[src/rtl/dsq_pkg.sv]
package dsq_pkg;

   typedef enum logic [1:0] {
      PH_AZERO = 2'd0,
      PH_INTEG = 2'd1,
      PH_DEINT = 2'd2,
      PH_IZERO = 2'd3
   } dsq_phase_e;

   function automatic int bcd_capacity(input int digits);
      int cap;
      cap = 1;
      for (int i = 0; i < digits; i++) cap = cap * 10;
      return cap;
   endfunction

endpackage

[src/rtl/dsq_tick_gen.sv]
module dsq_tick_gen #(
   parameter int TICK_DIV = 2
) (
   input  logic clk,
   input  logic rst_n,
   output logic tick
);
   localparam int TW   = (TICK_DIV > 1) ? $clog2(TICK_DIV) : 1;
   localparam bit POW2 = ((1 << TW) == TICK_DIV);

   logic [TW-1:0] tcnt;

   generate
      if (POW2) begin : g_wrap
         always_ff @(posedge clk or negedge rst_n) begin
            if (!rst_n) tcnt <= '0;
            else        tcnt <= tcnt + 1'b1;
         end
         assign tick = &tcnt;
      end else begin : g_cmp
         localparam logic [TW-1:0] LAST = TW'(TICK_DIV - 1);
         always_ff @(posedge clk or negedge rst_n) begin
            if (!rst_n)            tcnt <= '0;
            else if (tcnt == LAST) tcnt <= '0;
            else                   tcnt <= tcnt + 1'b1;
         end
         assign tick = (tcnt == LAST);
      end
   endgenerate

endmodule

[src/rtl/dsq_bcd_count.sv]
module dsq_bcd_count #(
   parameter int DIGITS = 4
) (
   input  logic                  clk,
   input  logic                  rst_n,
   input  logic                  clr,
   input  logic                  inc,
   output logic [4*DIGITS-1:0]   q
);
   logic [DIGITS-1:0] carry;
   assign carry[0] = inc;

   generate
      for (genvar d = 0; d < DIGITS; d++) begin : g_dig
         logic [3:0] dig_q;

         always_ff @(posedge clk or negedge rst_n) begin
            if (!rst_n)        dig_q <= 4'd0;
            else if (clr)      dig_q <= 4'd0;
            else if (carry[d]) dig_q <= (dig_q == 4'd9) ? 4'd0 : dig_q + 4'd1;
         end

         assign q[4*d +: 4] = dig_q;

         if (d < DIGITS - 1) begin : g_carry
            assign carry[d+1] = carry[d] && (dig_q == 4'd9);
         end
      end
   endgenerate

endmodule

[src/rtl/dsq_phase_ctrl.sv]
module dsq_phase_ctrl
   import dsq_pkg::*;
#(
   parameter int AZ_COUNTS    = 1500,
   parameter int INT_COUNTS   = 2000,
   parameter int RANGE_DIV    = 10,
   parameter int FULL_SCALE   = 4000,
   parameter int TOTAL_COUNTS = 8000
) (
   input  logic       clk,
   input  logic       rst_n,
   input  logic       tick,
   input  logic       range_hi,
   input  logic       comp_zero,
   output dsq_phase_e phase,
   output logic       integ_done,
   output logic       deint_tick,
   output logic       deint_done,
   output logic       deint_at_limit,
   output logic       cycle_done
);
   localparam int CW        = $clog2(TOTAL_COUNTS);
   localparam int INT_SHORT = INT_COUNTS / RANGE_DIV;
   localparam int REF_MAX   = FULL_SCALE + 1;

   localparam logic [CW-1:0] AZ_LAST    = CW'(AZ_COUNTS - 1);
   localparam logic [CW-1:0] INT_LAST_L = CW'(INT_COUNTS - 1);
   localparam logic [CW-1:0] INT_LAST_S = CW'(INT_SHORT - 1);
   localparam logic [CW-1:0] REF_LAST   = CW'(REF_MAX - 1);
   localparam logic [CW-1:0] CYC_LAST   = CW'(TOTAL_COUNTS - 1);

   dsq_phase_e    phase_q;
   logic [CW-1:0] pcnt;
   logic [CW-1:0] cyc;
   logic          short_q;
   logic [CW-1:0] int_last;
   logic          az_end;

   assign int_last       = short_q ? INT_LAST_S : INT_LAST_L;
   assign az_end         = tick && (phase_q == PH_AZERO) && (pcnt == AZ_LAST);
   assign integ_done     = tick && (phase_q == PH_INTEG) && (pcnt == int_last);
   assign deint_tick     = tick && (phase_q == PH_DEINT);
   assign deint_at_limit = deint_tick && (pcnt == REF_LAST);
   assign deint_done     = deint_tick && (comp_zero || (pcnt == REF_LAST));
   assign cycle_done     = tick && (phase_q == PH_IZERO) && (cyc == CYC_LAST);
   assign phase          = phase_q;

   always_ff @(posedge clk or negedge rst_n) begin
      if (!rst_n) begin
         cyc <= '0;
      end else if (tick) begin
         cyc <= (cyc == CYC_LAST) ? '0 : cyc + 1'b1;
      end
   end

   always_ff @(posedge clk or negedge rst_n) begin
      if (!rst_n) begin
         short_q <= 1'b0;
      end else if (az_end) begin
         short_q <= range_hi;
      end
   end

   always_ff @(posedge clk or negedge rst_n) begin
      if (!rst_n) begin
         phase_q <= PH_AZERO;
         pcnt    <= '0;
      end else if (tick) begin
         unique case (phase_q)
            PH_AZERO: begin
               if (az_end) begin
                  phase_q <= PH_INTEG;
                  pcnt    <= '0;
               end else begin
                  pcnt <= pcnt + 1'b1;
               end
            end
            PH_INTEG: begin
               if (integ_done) begin
                  phase_q <= PH_DEINT;
                  pcnt    <= '0;
               end else begin
                  pcnt <= pcnt + 1'b1;
               end
            end
            PH_DEINT: begin
               if (deint_done) begin
                  phase_q <= PH_IZERO;
                  pcnt    <= '0;
               end else begin
                  pcnt <= pcnt + 1'b1;
               end
            end
            PH_IZERO: begin
               if (cycle_done) begin
                  phase_q <= PH_AZERO;
                  pcnt    <= '0;
               end
            end
         endcase
      end
   end

endmodule

[src/rtl/dsq_sequencer.sv]
module dsq_sequencer
   import dsq_pkg::*;
#(
   parameter int AZ_COUNTS    = 1500,
   parameter int INT_COUNTS   = 2000,
   parameter int RANGE_DIV    = 10,
   parameter int FULL_SCALE   = 4000,
   parameter int TOTAL_COUNTS = 8000,
   parameter int TICK_DIV     = 2,
   parameter int DIGITS       = 4
) (
   input  logic                clk,
   input  logic                rst_n,
   input  logic                range_hi,
   input  logic                pol_pos,
   input  logic                comp_zero,
   output logic                sw_autozero,
   output logic                sw_integ,
   output logic                sw_refpos,
   output logic                sw_refneg,
   output logic                sw_izero,
   output logic [4*DIGITS-1:0] result_bcd,
   output logic                result_neg,
   output logic                overrange,
   output logic                result_valid
);
   localparam int REF_MAX  = FULL_SCALE + 1;
   localparam int BCD_CAP  = bcd_capacity(DIGITS);
   localparam int MIN_ZERO = TOTAL_COUNTS - AZ_COUNTS - INT_COUNTS - REF_MAX;

   generate
      if (TICK_DIV < 1) begin : g_bad_div
         $error("dsq_sequencer: TICK_DIV must be at least 1");
      end
      if (RANGE_DIV < 1 || (INT_COUNTS % RANGE_DIV) != 0 || INT_COUNTS / RANGE_DIV < 1) begin : g_bad_range
         $error("dsq_sequencer: INT_COUNTS must split evenly by RANGE_DIV");
      end
      if (AZ_COUNTS < 1 || MIN_ZERO < 1) begin : g_bad_cycle
         $error("dsq_sequencer: phase budget exceeds TOTAL_COUNTS");
      end
      if (BCD_CAP <= REF_MAX) begin : g_bad_digits
         $error("dsq_sequencer: DIGITS too small for the reference limit");
      end
   endgenerate

   logic          tick;
   dsq_phase_e    phase;
   logic          integ_done;
   logic          deint_tick;
   logic          deint_done;
   logic          deint_at_limit;
   logic          cycle_done;
   logic [4*DIGITS-1:0] bcd_q;
   logic          pol_q;
   logic          ovr_pend;

   dsq_tick_gen #(
      .TICK_DIV (TICK_DIV)
   ) u_tick (
      .clk   (clk),
      .rst_n (rst_n),
      .tick  (tick)
   );

   dsq_phase_ctrl #(
      .AZ_COUNTS    (AZ_COUNTS),
      .INT_COUNTS   (INT_COUNTS),
      .RANGE_DIV    (RANGE_DIV),
      .FULL_SCALE   (FULL_SCALE),
      .TOTAL_COUNTS (TOTAL_COUNTS)
   ) u_ctrl (
      .clk            (clk),
      .rst_n          (rst_n),
      .tick           (tick),
      .range_hi       (range_hi),
      .comp_zero      (comp_zero),
      .phase          (phase),
      .integ_done     (integ_done),
      .deint_tick     (deint_tick),
      .deint_done     (deint_done),
      .deint_at_limit (deint_at_limit),
      .cycle_done     (cycle_done)
   );

   dsq_bcd_count #(
      .DIGITS (DIGITS)
   ) u_count (
      .clk   (clk),
      .rst_n (rst_n),
      .clr   (integ_done),
      .inc   (deint_tick),
      .q     (bcd_q)
   );

   // Polarity captured as integration closes; it steers the reference switch.
   always_ff @(posedge clk or negedge rst_n) begin
      if (!rst_n)          pol_q <= 1'b1;
      else if (integ_done) pol_q <= pol_pos;
   end

   always_ff @(posedge clk or negedge rst_n) begin
      if (!rst_n)          ovr_pend <= 1'b0;
      else if (deint_done) ovr_pend <= deint_at_limit;
   end

   always_ff @(posedge clk or negedge rst_n) begin
      if (!rst_n) begin
         result_bcd   <= '0;
         result_neg   <= 1'b0;
         overrange    <= 1'b0;
         result_valid <= 1'b0;
      end else begin
         result_valid <= cycle_done;
         if (cycle_done) begin
            result_bcd <= bcd_q;
            result_neg <= ~pol_q;
            overrange  <= ovr_pend;
         end
      end
   end

   assign sw_autozero = (phase == PH_AZERO);
   assign sw_integ    = (phase == PH_INTEG);
   assign sw_refpos   = (phase == PH_DEINT) && !pol_q;
   assign sw_refneg   = (phase == PH_DEINT) &&  pol_q;
   assign sw_izero    = (phase == PH_IZERO);

endmodule

[config.mk]
export PLATFORM = sky130hd
export DESIGN_NAME = dsq_sequencer
export DESIGN_NICKNAME = d
export VERILOG_FILES = /design/src/rtl/dsq_pkg.sv /design/src/rtl/dsq_tick_gen.sv /design/src/rtl/dsq_bcd_count.sv /design/src/rtl/dsq_phase_ctrl.sv /design/src/rtl/dsq_sequencer.sv
export SDC_FILE = /design/constraint.sdc
export NUM_CORES = 1
export LEC_CHECK = 0
export CAP_MARGIN = 20
export CORE_MARGIN = 10
export CORE_UTILIZATION = 29
export DETAILED_ROUTE_END_ITERATION = 7
export DONT_BUFFER_PORTS = 1
export GPL_ROUTABILITY_DRIVEN = 0
export PLACE_DENSITY_LB_ADDON = 0.05
export SLEW_MARGIN = 20
export SYNTH_ARGS = -nofsm -noshare
export SYNTH_HDL_FRONTEND = slang
export SYNTH_SLANG_ARGS = --single-unit
[constraint.sdc]
create_clock -name clk -period 4.3 [get_ports clk]
set_clock_uncertainty 0.05 [all_clocks]
set_input_delay 0.86 -clock clk [delete_from_list [all_inputs] [get_ports clk]]
set_output_delay 0.86 -clock clk [all_outputs]
set_load 0.005 [all_outputs]
Word level (Yosys, flattened, before mapping)
Cells that the tools add are included.
Word-level totals
  register bits: 67
  input bits: 5
  output and inout bits: 24
  logic and storage cells: 85
Cells by class
  add/sub/neg operators: 7
  equal/unequal tests: 15
  muxes and demuxes: 24
  bitwise logic cells: 1
  reductions and logical operators: 23
Operator list (number)
  2-to-1 mux 13 bit: 5
  one-hot mux 13 bit (4 select lines): 1
  2-to-1 mux 4 bit: 12
  adder 13 x 1 -> 13 bit, second input constant: 2
  adder 4 x 1 -> 4 bit, second input constant: 4
  == test 4 bit, second input constant: 4
  logical AND 1 bit: 14
  == test 13 x 11 -> 1 bit, second input constant: 1
  == test 13 x 12 -> 1 bit, second input constant: 1
  == test 13 bit: 1
  == test 13 bit, second input constant: 1
  2-to-1 mux 11 bit: 1
  2-to-1 mux 2 bit: 4
  one-hot mux 2 bit (4 select lines): 1
  nonzero test 2 bit: 4
  != test 2 x 1 -> 1 bit, second input constant: 3
  AND reduction 5 bit: 1
  == test 2 bit, second input constant: 2
  == test 2 x 1 -> 1 bit, second input constant: 1
  logical NOT 2 bit: 1
  != test 2 bit, second input constant: 1
  AND reduction 2 bit: 1
  adder 1 bit, second input constant: 1
  logical NOT 1 bit: 1
  2 further kinds: 2

Depth between registers and ports, before layout
Gate-level depths: netlist of the first run.
  word-level depth: 7
  depth in mapped cells: 9
  mapped depth without buffers: 8

Hierarchy
Synthesis of the first run repeated with hierarchy kept, for this count alone.
Unflattened totals
  cells, all modules: 351
  area total of the unflattened synthesis: 3627.2 um^2
Modules (own cells, without submodules)
  dsq_phase_ctrl: instances 1, cells each 194, area each 1789.2 um^2, seq. area each 725.7 um^2
  dsq_bcd_count: instances 1, cells each 106, area each 957.2 um^2, seq. area each 400.4 um^2
  dsq_sequencer: instances 1, cells each 49, area each 852.1 um^2, seq. area each 526.8 um^2
  dsq_tick_gen: instances 1, cells each 2, area each 28.8 um^2, seq. area each 25.0 um^2

Worst setup path before layout of the first run
No wires, ideal clock.
  path kind: register to register
  start point: register u_ctrl.pcnt[5]
  end point: register u_ctrl.pcnt[11]
  library setup time: 0.126 ns
  arrival: 2.086 ns
  data required time: 4.124 ns
  setup slack: 2.038 ns
  cell stages (with the launch flop): 7
  path buffers: 1
  cells stage by stage: dfrtp_1 -> or4b_1 -> or3_4 -> o31ai_4 -> a32oi_4 -> buf_6 -> a221o_1
Between the ends
  longest elaborated chain between the ends: 5
  elaborated cells between the ends (all ways): 12
  classes of those cells: add/sub (1); eq/ne (3); mux (4); reduce/logical (4)
RTL lines
  start: declaration: RTL line dsq_phase_ctrl.sv:33  | logic [CW-1:0] pcnt;
  start signal: assignment: RTL line dsq_phase_ctrl.sv:75  | pcnt <= pcnt + 1'b1;
  start signal: assignment: RTL line dsq_phase_ctrl.sv:83  | pcnt <= pcnt + 1'b1;
  start signal: assignment: RTL line dsq_phase_ctrl.sv:91  | pcnt <= pcnt + 1'b1;
  branches (longest 4 deep; another with adder 13 x 1 -> 13 bit)
  one-hot mux 13 bit (4 select lines) (*): RTL line dsq_phase_ctrl.sv:69  | unique case (phase_q)
Every way passes the cells marked *.
A chain may end at the register's enable or synchronous reset.

Worst setup path after layout of the first run
  start point: register u_tick.tcnt (netlist: u_tick.tick)
  end point: register u_count.g_dig[3].dig_q[2]
Between the ends
  longest elaborated chain between the ends: 5
  elaborated cells between the ends (all ways): 8
  classes of those cells: mux (1); reduce/logical (7)
RTL lines
  start: declaration: RTL line dsq_tick_gen.sv:11  | logic [TW-1:0] tcnt;
  start signal: assignment: RTL line dsq_tick_gen.sv:17  | else tcnt <= tcnt + 1'b1;
  logical AND 1 bit: RTL line dsq_phase_ctrl.sv:42  | assign deint_tick = tick && (phase_q == PH_DEINT);
  logical AND 1 bit (3 in series): RTL line dsq_bcd_count.sv:26  | assign carry[d+1] = carry[d] && (dig_q == 4'd9);
  nonzero test 2 bit (no source line)
  end signal: assignment: RTL line dsq_bcd_count.sv:20  | else if (carry[d]) dig_q <= (dig_q == 4'd9) ? 4'd0 : dig_q + 4'd1;
  end: declaration: RTL line dsq_bcd_count.sv:15  | logic [3:0] dig_q;
Parallel ways exist; a longest one is shown, timed or not.

==> metrics, run 1 <==
initial antenna violation count=0; H-tree depth=3; MaxCap Viol Count=0; Gate Count Post-Synth=337; sequential share of the synthesized area=48.6%; worst reg2reg endpoint=u_count.g_dig[3].dig_q[2]; vias in the first global route=2479; Chip Width=129 um; Fin. Hold Viols=0; CTS Buf Count=9; WP data arrival=2.93 ns; final wirelength=7520 um; global-route wire length before repair=13000 um; max_slew headroom=43.5%; Primary FF master, synth=dfrtp_1; unrepaired setup endpoints after global routing=false; largest net degree at the start of global routing=68; R2R depth=6; Yosys cell types=54; Hold Path Class=in2async; maximum clock frequency=0.367 GHz; TritonRoute pass-1 iters=6; WP data required=4.50 ns; Final period util=63.4%; CP Launch Type=flop; Post-CTS Setup Bufs=0; Core Area=11500 sq um; Synthesis Warnings=0; Clock Tree Buf Depth=2; grt total ovfl=0; CTS clk-pin slew, worst paths=0.06 ns; setup TNS=0 ns; Setup-failing EPs final=0; crit-path max FO=18; P&R area growth vs syn=12.1%; Avg Vias per Cell=5.02; register bit total from synthesis=67; max-slew violation count=0; dpl hpwl=5150 um; clock root buffer=clkbuf_16; # diodes=0; Port Buffers=0; Vias=2444; io pins=29; Wirelength per Cell=15.4 um; RR Startpoint=u_tick.tick; Overall Global Routing Usage=9.86%; share of layout cells above drive strength 1=11.9%; Final Instance Count excl. Fillers=487; Initial DRC Count=106; CP endpoint kind=flop; DRT antenna net count=0; commonest non-fill, non-tap cell in the layout=dfrtp_1; die area=16700 sq um; # DRC=0; post-cts sizing count=0; num rows=39; Worst-Skew Late Latency=0.33 ns; status=complete, no violations; crit path time final=2.72 ns; # nets final=361; commonest non-fill, non-tap cells in the layout=66 x dfrtp_1, 38 x nand2_1, 27 x nor2_1; Synth Net Count=358; Post-Synthesis Cell Area=3450 sq um; Pwr Density=338 nW/um^2; TritonCTS clock tree=done; worst slew pin tran=0.846 ns; hold buffers post-CTS=0; chip height=129 um; # clock sinks=67; crit path kind=reg2reg; asr flop ratio synth=100%; Starting Density=30.0%; Syn Area/Cell=10.2 sq um; R2R Setup Slk=1.58 ns; Post-synth EDFFs=0; worst vdd ir=0.000180 V; Static Leak=1.80 nW; Placed Cells=472
[how the worst max path moves through the flow]
| stage | startpoint | endpoint | slack [ns] | depth (start not counted) |
|---|---|---|---|---|
| floorplan | u_ctrl.pcnt[5] | u_ctrl.pcnt[11] | 2.04 | 6 |
| global placement | u_tick.tick | result_bcd[8] | 1.53 | 4 |
| detailed placement | u_tick.tick | result_bcd[7] | 1.52 | 4 |
| CTS | u_tick.tick | result_bcd[7] | 1.51 | 4 |
| global route | u_tick.tick | result_bcd[11] | 1.22 | 4 |
| finish | u_tick.tick | u_count.g_dig[3].dig_q[2] | 1.58 | 6 |
[cell usage after synthesis, types with 2 or more instances]
library cell  number  share of area (%)
dfrtp_1           66                 48
nand2_1           38                4.1
nor2_1            27                2.9
ha_1              16                5.8
inv_1             16                1.7
mux2_2            16                5.2
nor3_1            15                2.2
o21ai_0           15                2.2
nand3_1           12                1.7
a21oi_1           10                1.4
and3_1             9                1.6
clkbuf_1           8               0.87
a21o_1             7                1.5
xnor2_1            6                1.5
nand4_1            5               0.91
xor2_1             5                1.3
a221o_1            4                1.2
mux2i_1            4                1.2
nand3b_1           4               0.87
or3_1              4               0.72
a22o_1             3               0.76
nor4b_1            3               0.76
o21ai_1            3               0.43
a22oi_1            2               0.43
a31oi_1            2               0.36
a41oi_1            2               0.51
and2_1             2               0.36
nand2b_1           2               0.36
nand4b_1           2               0.51
nor2b_1            2               0.36
nor4_1             2               0.36
o22ai_1            2               0.36
or2_2              2               0.36
[power by group]
part | internal, W | total [W] | switching, W
logic | 0.000000498 | 0.000000701 | 0.000000203
registers | 0.000631 | 0.000632 | 0.000000398
clock network | 0.000402 | 0.000674 | 0.000271
[sequential cells by signal, summed over array words and instances, names as in the netlist, 2 cells and up]
signal,count
u_count.g_dig.dig_q,16
u_ctrl.pcnt,13
u_ctrl.phase,2
u_ctrl.cyc,13
result_bcd,16
[area by class of cell]
class	instances	area (sq um)
well taps	143	179
flip-flops and latches	67	1680
fillers	1171	7650
multi-input cells	244	1670
repair buffers	2	15.0
clock inverters	4	27.5
inverters	16	60.1
clock buffers	11	243
[logic make-up after synthesis]
| kind of cell | after synthesis | share of synthesized area, % |
|---|---|---|
| AO/OA/AOI/OAI | 57 | 11.9 |
| XOR/XNOR | 11 | 2.79 |
| adder cells (fa/ha/maj) | 16 | 5.80 |
| buffers and inverters | 26 | 3.08 |
| flip-flops | 67 | 48.6 |
| multiplexers | 21 | 6.71 |
| AND/OR/NAND/NOR | 139 | 21.2 |
[layer usage]
metal | global-route usage, % | routed length [um] | vias up
met5 | 0 | 0 | -
met4 | 4.15 | 101 | 0
met3 | 4.04 | 462 | 7
met2 | 14.2 | 3240 | 48
met1 | 12.7 | 3710 | 1168
li1 | - | - | 1221
[worst max-delay path, cell delays in order, from the launching register on]
cell and delay, ns:
dfrtp_1 0.57, or4b_1 0.50, nor2_1 0.26, and4b_1 0.72
a21o_1 0.26, nand3b_1 0.12, o21ai_0 0.17
[per-stage QoR]
step	hold WS, ns	area [sq um]	util, %	setup slack (ns)	total power [W]
2_1_floorplan	0.383	3450	-	2.04	0.000644
3_3_place_gp	0.409	3600	31.3	1.53	0.000644
3_5_place_dp	0.420	3600	31.3	1.52	0.000644
4_1_cts	0.154	3870	33.6	1.51	0.00133
5_1_grt	0.148	3870	33.6	1.22	0.00135
6_report	0.170	3870	33.6	1.58	0.00131
Power figures use the tool's default switching activity.
==> inputs of run 2 (changes only) <==
- clock period: 4.3 -> 2.62 ns (I/O delays scaled with it)
==> run 2 against run 1 <==
Compared with the run above: sequential share of layout area down 2.4 points; worst hold slack got worse by 0.14 ns; register-to-register slack worse by 1.5 ns; largest power group unchanged.
==> metrics, run 2 (synthesis results as in run 1) <==
Post-Route Utilization=35.6% (+2.0 points); commonest non-fill, non-tap cell in the layout=dfrtp_1; # clock sinks=67 (unchanged); # DRC=0 (unchanged); R2R Setup Slk=0.07 ns (-1.51 ns); CTS clk-pin slew, worst paths=0.05 ns (about the same); CP endpoint kind=flop; worst slew pin tran=0.534 ns (-0.312 ns); Starting Density=30.0% (unchanged); Avg Vias per Cell=5.00 (-0.45%); Worst-Skew Late Latency=0.34 ns (about the same); Vias=2503 (+2.4%); Clock Tree Buf Depth=2 (unchanged); Hold Path Class=in2async; num rows=39 (unchanged); initial antenna violation count=0 (unchanged); Initial DRC Count=162 (+53%); worst vdd ir=0.000222 V (+23%); worst reg2reg endpoint=u_ctrl.pcnt[5]; clock root buffer=clkbuf_16; area occupied by registers=1680 sq um (unchanged); biggest regs=result_bcd (16), u_count.g_dig.dig_q (16); Setup-failing EPs final=0 (unchanged); chip height=129 um (unchanged); share of layout cells above drive strength 1=15.6% (+3.7 points); P&R area growth vs syn=18.8%; io pins=29 (unchanged); final hold slack=0.0252 ns (-0.144 ns); Core Area=11500 sq um (unchanged); Pwr Density=615 nW/um^2 (+82%); R2R depth=7 (+1); # nets final=374 (+3.6%); Static Leak=1.92 nW (+6.4%); status=complete, no violations; global-route wire length before repair=13200 um (+1.1%); maximum clock frequency=0.392 GHz (+6.8%); max_slew headroom=64.4% (+21 points); TritonRoute pass-1 iters=4 (-2); WP data arrival=2.72 ns (-0.21 ns); max-slew violation count=0 (unchanged); crit-path max FO=9 (-9); die area=16700 sq um (unchanged); Fin. Hold Viols=0 (unchanged); MaxCap Viol Count=0 (unchanged); CTS Buf Count=9 (unchanged); WP data required=2.79 ns (-1.71 ns); Chip Width=129 um (unchanged); largest net degree at the start of global routing=68 (unchanged); vias in the first global route=2477 (-0.081%); final wirelength=8010 um (+6.6%); # diodes=0 (unchanged); Final period util=97.3% (+34 points); dpl hpwl=5320 um (+3.3%); Overall Global Routing Usage=9.99% (+0.13 points); crit path time final=2.55 ns (-0.174 ns); RR Startpoint=u_ctrl.pcnt[11]; Multi-input gate area=1680 sq um (+0.98%); crit path kind=reg2reg; DRT antenna net count=0 (unchanged); fill count=1161 (-0.85%); Port Buffers=0 (unchanged); Wirelength per Cell=16.0 um (+3.6%); grt total ovfl=0 (unchanged); H-tree depth=3 (unchanged); CP Launch Type=flop; commonest non-fill, non-tap cells in the layout=66 x dfrtp_1, 38 x nand2_1, 27 x nor2_1; unrepaired setup endpoints after global routing=true; TritonCTS clock tree=done
-- run 2: worst max-delay path by stage --
| stage | start | endpoint | cells after the start |
|---|---|---|---|
| floorplan | u_ctrl.pcnt[5] | u_ctrl.pcnt[11] | 6 |
| global placement | u_ctrl.pcnt[11] | u_ctrl.pcnt[11] | 6 |
| detailed placement | u_ctrl.pcnt[11] | u_ctrl.pcnt[7] | 6 |
| CTS | u_ctrl.pcnt[11] | u_ctrl.pcnt[9] | 6 |
| global route | u_ctrl.pcnt[11] | u_ctrl.pcnt[5] | 7 |
| finish | u_ctrl.pcnt[11] | u_ctrl.pcnt[5] | 7 |
-- run 2: critical path, cell delays in order (launching register included) --
cell and delay, ns:
dfrtp_1 0.42, or4b_1 0.56, or3_4 0.36, o31ai_4 0.35, a32oi_4 0.17, buf_4 0.19
a21o_1 0.15, a22o_1 0.18
-- run 2: routing by layer --
layer  share of wire, %  wire [um]  GRT usage, %  vias to the layer above
met3                5.8        462          3.67                       11
met5                  0          0             0                        -
li1                   -          -             -                     1238
met1                 49       3920          12.7                     1215
met2                 43       3460          14.2                       39
met4                2.1        172          5.95                        0
-- run 2: final cells by class --
type / instances / share of cell area [%]
well taps: 143 / 4.36
clock buffers: 12 / 6.50
inverters: 16 / 1.46
multi-input cells: 245 / 41.1
clock inverters: 4 / 2.32
flip-flops and latches: 67 / 40.9
repair buffers: 14 / 3.36
-- run 2: metrics by stage --
| step | TNS [ns] | area (sq um) | power, W | setup slack (ns) | instances |
|---|---|---|---|---|---|
| final | 0 | 4100 | 0.00252 | 0.0695 | 501 |
| after global routing | -0.00837 | 4100 | 0.00261 | -0.00837 | 501 |
| after global placement | 0 | 3690 | 0.00106 | 0.204 | 482 |
| after floorplan | 0 | 3450 | 0.00106 | 0.358 | 337 |
| after detailed placement | 0 | 3690 | 0.00106 | 0.173 | 482 |
| after CTS | 0 | 4080 | 0.00258 | 0.143 | 499 |
-- run 2: timing repair --
item | in CTS | in global routing
setup endpoints to repair | 0 | 1
endpoints found under the hold margin | 67 | 0
setup buffers | 0 | 1
resized for setup | 0 | 0
hold buffers | 1 | 0
-- run 2: where the power goes --
group / switching, W / internal, W / total (W)
combinational: 0.0000203 / 0.00000522 / 0.0000255
clock: 0.000454 / 0.00101 / 0.00146
sequential: 0.000000606 / 0.00104 / 0.00104
total: 0.000475 / 0.00205 / 0.00252
==> inputs of run 3 (changes only) <==
- ABC_AREA: unset -> 1
- PLACE_DENSITY_LB_ADDON: 0.05 -> unset
==> run 3 against run 2 <==
Compared with the run above: combinational power up 21%; worst hold slack worse by 0.0043 ns; via count up 20%; largest power group unchanged; highest routed layer unchanged; die area up 7.1%; sequential power about the same; power down 7.6%.
==> metrics, run 3 <==
status=complete, no violations; Pwr Density=546 nW/um^2 (-11%); Port Buffers=0 (unchanged); Chip Width=134 um (+3.5%); Synthesis Warnings=0 (unchanged); cell-internal power=0.00188 W (-8.1%); most instantiated library cell after synthesis=nand2_1; switch share=19.2% (+0.39 points); Gate Count Post-Synth=464 (+38%); Clock Tree Buf Depth=2 (unchanged); Avg Vias per Cell=4.65 (-7.0%); Post-Route Utilization=33.8% (-1.8 points); global-route wire length before repair=14500 um (+10%); # nets final=491 (+31%); num rows=41 (+5.1%); commonest non-fill, non-tap cell in the layout=nand2_1; worst vdd ir=0.000320 V (+44%); clock root buffer=clkbuf_16; CP Launch Type=flop; Final period util=77.9% (-19 points); Yosys cell types=36 (-33%); Setup-failing EPs final=0 (unchanged); Final Instance Count excl. Fillers=646 (+29%); Combinational Power Share=1.3% (+0.3 points); Yosys top cell area share=44.1% (-3.7 points); Post-synth EDFFs=0 (unchanged); register bit total from synthesis=67 (unchanged); Placed Cells=630 (+31%); sequential share of the synthesized area=44.8% (-3.8 points); P&R area growth vs syn=14.0%; asr flop ratio synth=100% (unchanged); Post-Synthesis Cell Area=3740 sq um (+8.4%); DRT antenna net count=0 (unchanged); # clock sinks=67 (unchanged); TritonRoute pass-1 iters=6 (+2); io pins=29 (unchanged); worst slew pin tran=0.494 ns (-0.0397 ns); MaxCap Viol Count=0 (unchanged); CP endpoint kind=flop; max-slew violation count=0 (unchanged); maximum clock frequency=0.490 GHz (+25%); Static Leak=2.11 nW (+10%); Initial DRC Count=317 (+96%); Overall Global Routing Usage=9.79% (-0.20 points); unrepaired setup endpoints after global routing=false; largest cells by area after synthesis=dfrtp_1 44%, nand2_1 12%, inv_1 5.5%; Synth Net Count=485 (+35%); Syn Area/Cell=8.06 sq um (-21%); largest net degree at the start of global routing=68 (unchanged); vias in the first global route=2995 (+21%); grt total ovfl=0 (unchanged); chip height=134 um (+3.5%); H-tree depth=3 (unchanged); CTS clk-pin slew, worst paths=0.05 ns (about the same); Synth top cells by count=119 x nand2_1, 66 x dfrtp_1, 55 x inv_1; Core Area=12600 sq um (+9.6%); dpl hpwl=6110 um (+15%); crit-path max FO=11 (+2); biggest regs=result_bcd (16), u_count.g_dig.dig_q (16); initial antenna violation count=0 (unchanged); TritonCTS clock tree=done; CTS Buf Count=9 (unchanged); post-synth top area cell=dfrtp_1; Psw=0.000448 W (-5.7%); WP data required=2.78 ns (about the same); die area=17800 sq um (+7.1%); fill count=1315 (+13%); Worst-Skew Late Latency=0.33 ns (about the same); Fin. Hold Viols=0 (unchanged); WP data arrival=2.21 ns (-0.51 ns); crit path time final=2.04 ns (-0.508 ns); final wirelength=8380 um (+4.6%); setup TNS=0 ns (unchanged); Primary FF master, synth=dfrtp_1; commonest non-fill, non-tap cells in the layout=119 x nand2_1, 66 x dfrtp_1, 55 x inv_1; share of layout cells above drive strength 1=9.92% (-5.7 points); sequential share of power=44.7% (+3.6 points); Vias=3002 (+20%); Hold Path Class=in2async; crit path kind=reg2reg; clock share of power=54.0% (-3.9 points); # DRC=0 (unchanged); Starting Density=29.6% (-0.33 points); Wirelength per Cell=13.0 um (-19%); max_slew headroom=67.0% (+2.6 points); # diodes=0 (unchanged)
==> run 3: cell types whose count changed after synthesis, sizes merged, moves of 7 or more <==
| cell | previous run | this run |
|---|---|---|
| nand3 | 12 | 34 |
| mux2 | 17 | 2 |
| o21ai | 18 | 34 |
| nand2 | 38 | 127 |
| nor2 | 27 | 49 |
| clkbuf | 8 | 1 |
| a21oi | 10 | 20 |
| and3 | 9 | 0 |
| inv | 16 | 58 |
| a21o | 7 | 0 |
==> run 3: layout make-up <==
cell class | count | area (sq um) | area share, %
Clock buffer | 14 | 284 | 6.66
Sequential cell | 67 | 1680 | 39.3
Tap cell | 172 | 215 | 5.05
Inverter | 58 | 218 | 5.10
Multi-Input combinational cell | 330 | 1790 | 42.0
Timing Repair Buffer | 4 | 50.0 | 1.17
Clock inverter | 1 | 30.0 | 0.704
==> run 3: cells by family (layout without fill, tap and decap cells) <==
family / after synthesis / after routing / share of synthesized area [%]
simple gates: 237 / 237 / 29.3
flops: 67 / 67 / 44.8
buf+inv: 67 / 77 / 7.29
compound gates: 59 / 59 / 8.73
fa+ha+maj: 16 / 16 / 5.35
xor+xnor: 16 / 16 / 3.75
mux: 2 / 2 / 0.702
==> run 3: path summary, 6_finish.rpt <==
kind,start,end,slack [ns],cells after the start
max in group asynchronous,rst_n,pol_q,2.18,1
min in group clk,range_hi,u_ctrl.short_q,0.29,1
worst max-delay path,u_ctrl.phase[1],u_count.g_dig[3].dig_q[0],0.58,12
worst max register to register,u_ctrl.phase[1],u_count.g_dig[3].dig_q[0],0.58,12
worst min-delay path,rst_n,result_bcd[7],0.02,1
worst min register to register,ovr_pend,ovr_pend,0.44,2
==> run 3: power groups by stage <==
stage	clock network (W)	logic, W	registers [W]
4_1_cts	0.00128	0.0000325	0.00104
2_1_floorplan	0	0.00000854	0.00106
3_5_place_dp	0	0.00000698	0.00106
5_1_grt	0.00132	0.0000359	0.00104
6_report	0.00126	0.0000308	0.00104
3_3_place_gp	0	0.00000672	0.00106
==> run 3: what timing repair did <==
| action | 4_1_cts | 5_1_grt |
|---|---|---|
| buffers inserted | 0 | 0 |
| resized for setup | 0 | 0 |
| hold endpoints to repair | 67 | 0 |
| hold buffers | 1 | 0 |
==> run 3: metrics by stage <==
stage / hold WS (ns) / instance area [sq um] / total power, W / setup slack (ns)
global route: 0.0338 / 4270 / 0.00239 / 0.337
global placement: 0.181 / 3920 / 0.00107 / 0.659
detailed placement: 0.181 / 3920 / 0.00107 / 0.587
floorplan: 0.178 / 3740 / 0.00107 / 0.892
CTS: 0.0299 / 4270 / 0.00236 / 0.563
finish: 0.0209 / 4270 / 0.00233 / 0.578
==> run 3: worst max-delay path, cell delays in order, from the launching register on <==
cell and delay [ns]:
dfrtp_1 0.39, inv_1 0.12, ha_1 0.28, inv_1 0.06
nor2_1 0.08, nand2_1 0.06, nor2_1 0.15, nand3_2 0.10
buf_4 0.19, o21ai_2 0.14, o21ai_0 0.13, o21ai_0 0.09
inv_1 0.07
==> run 3: per-layer routing <==
layer  routed length (um)  global-route usage (%)  up-vias
met1                 3730                    11.6     1414
met4                  144                    4.84        0
met5                    0                       0        -
met3                  491                    2.37       11
li1                     -                       -     1499
met2                 4010                    16.2       78
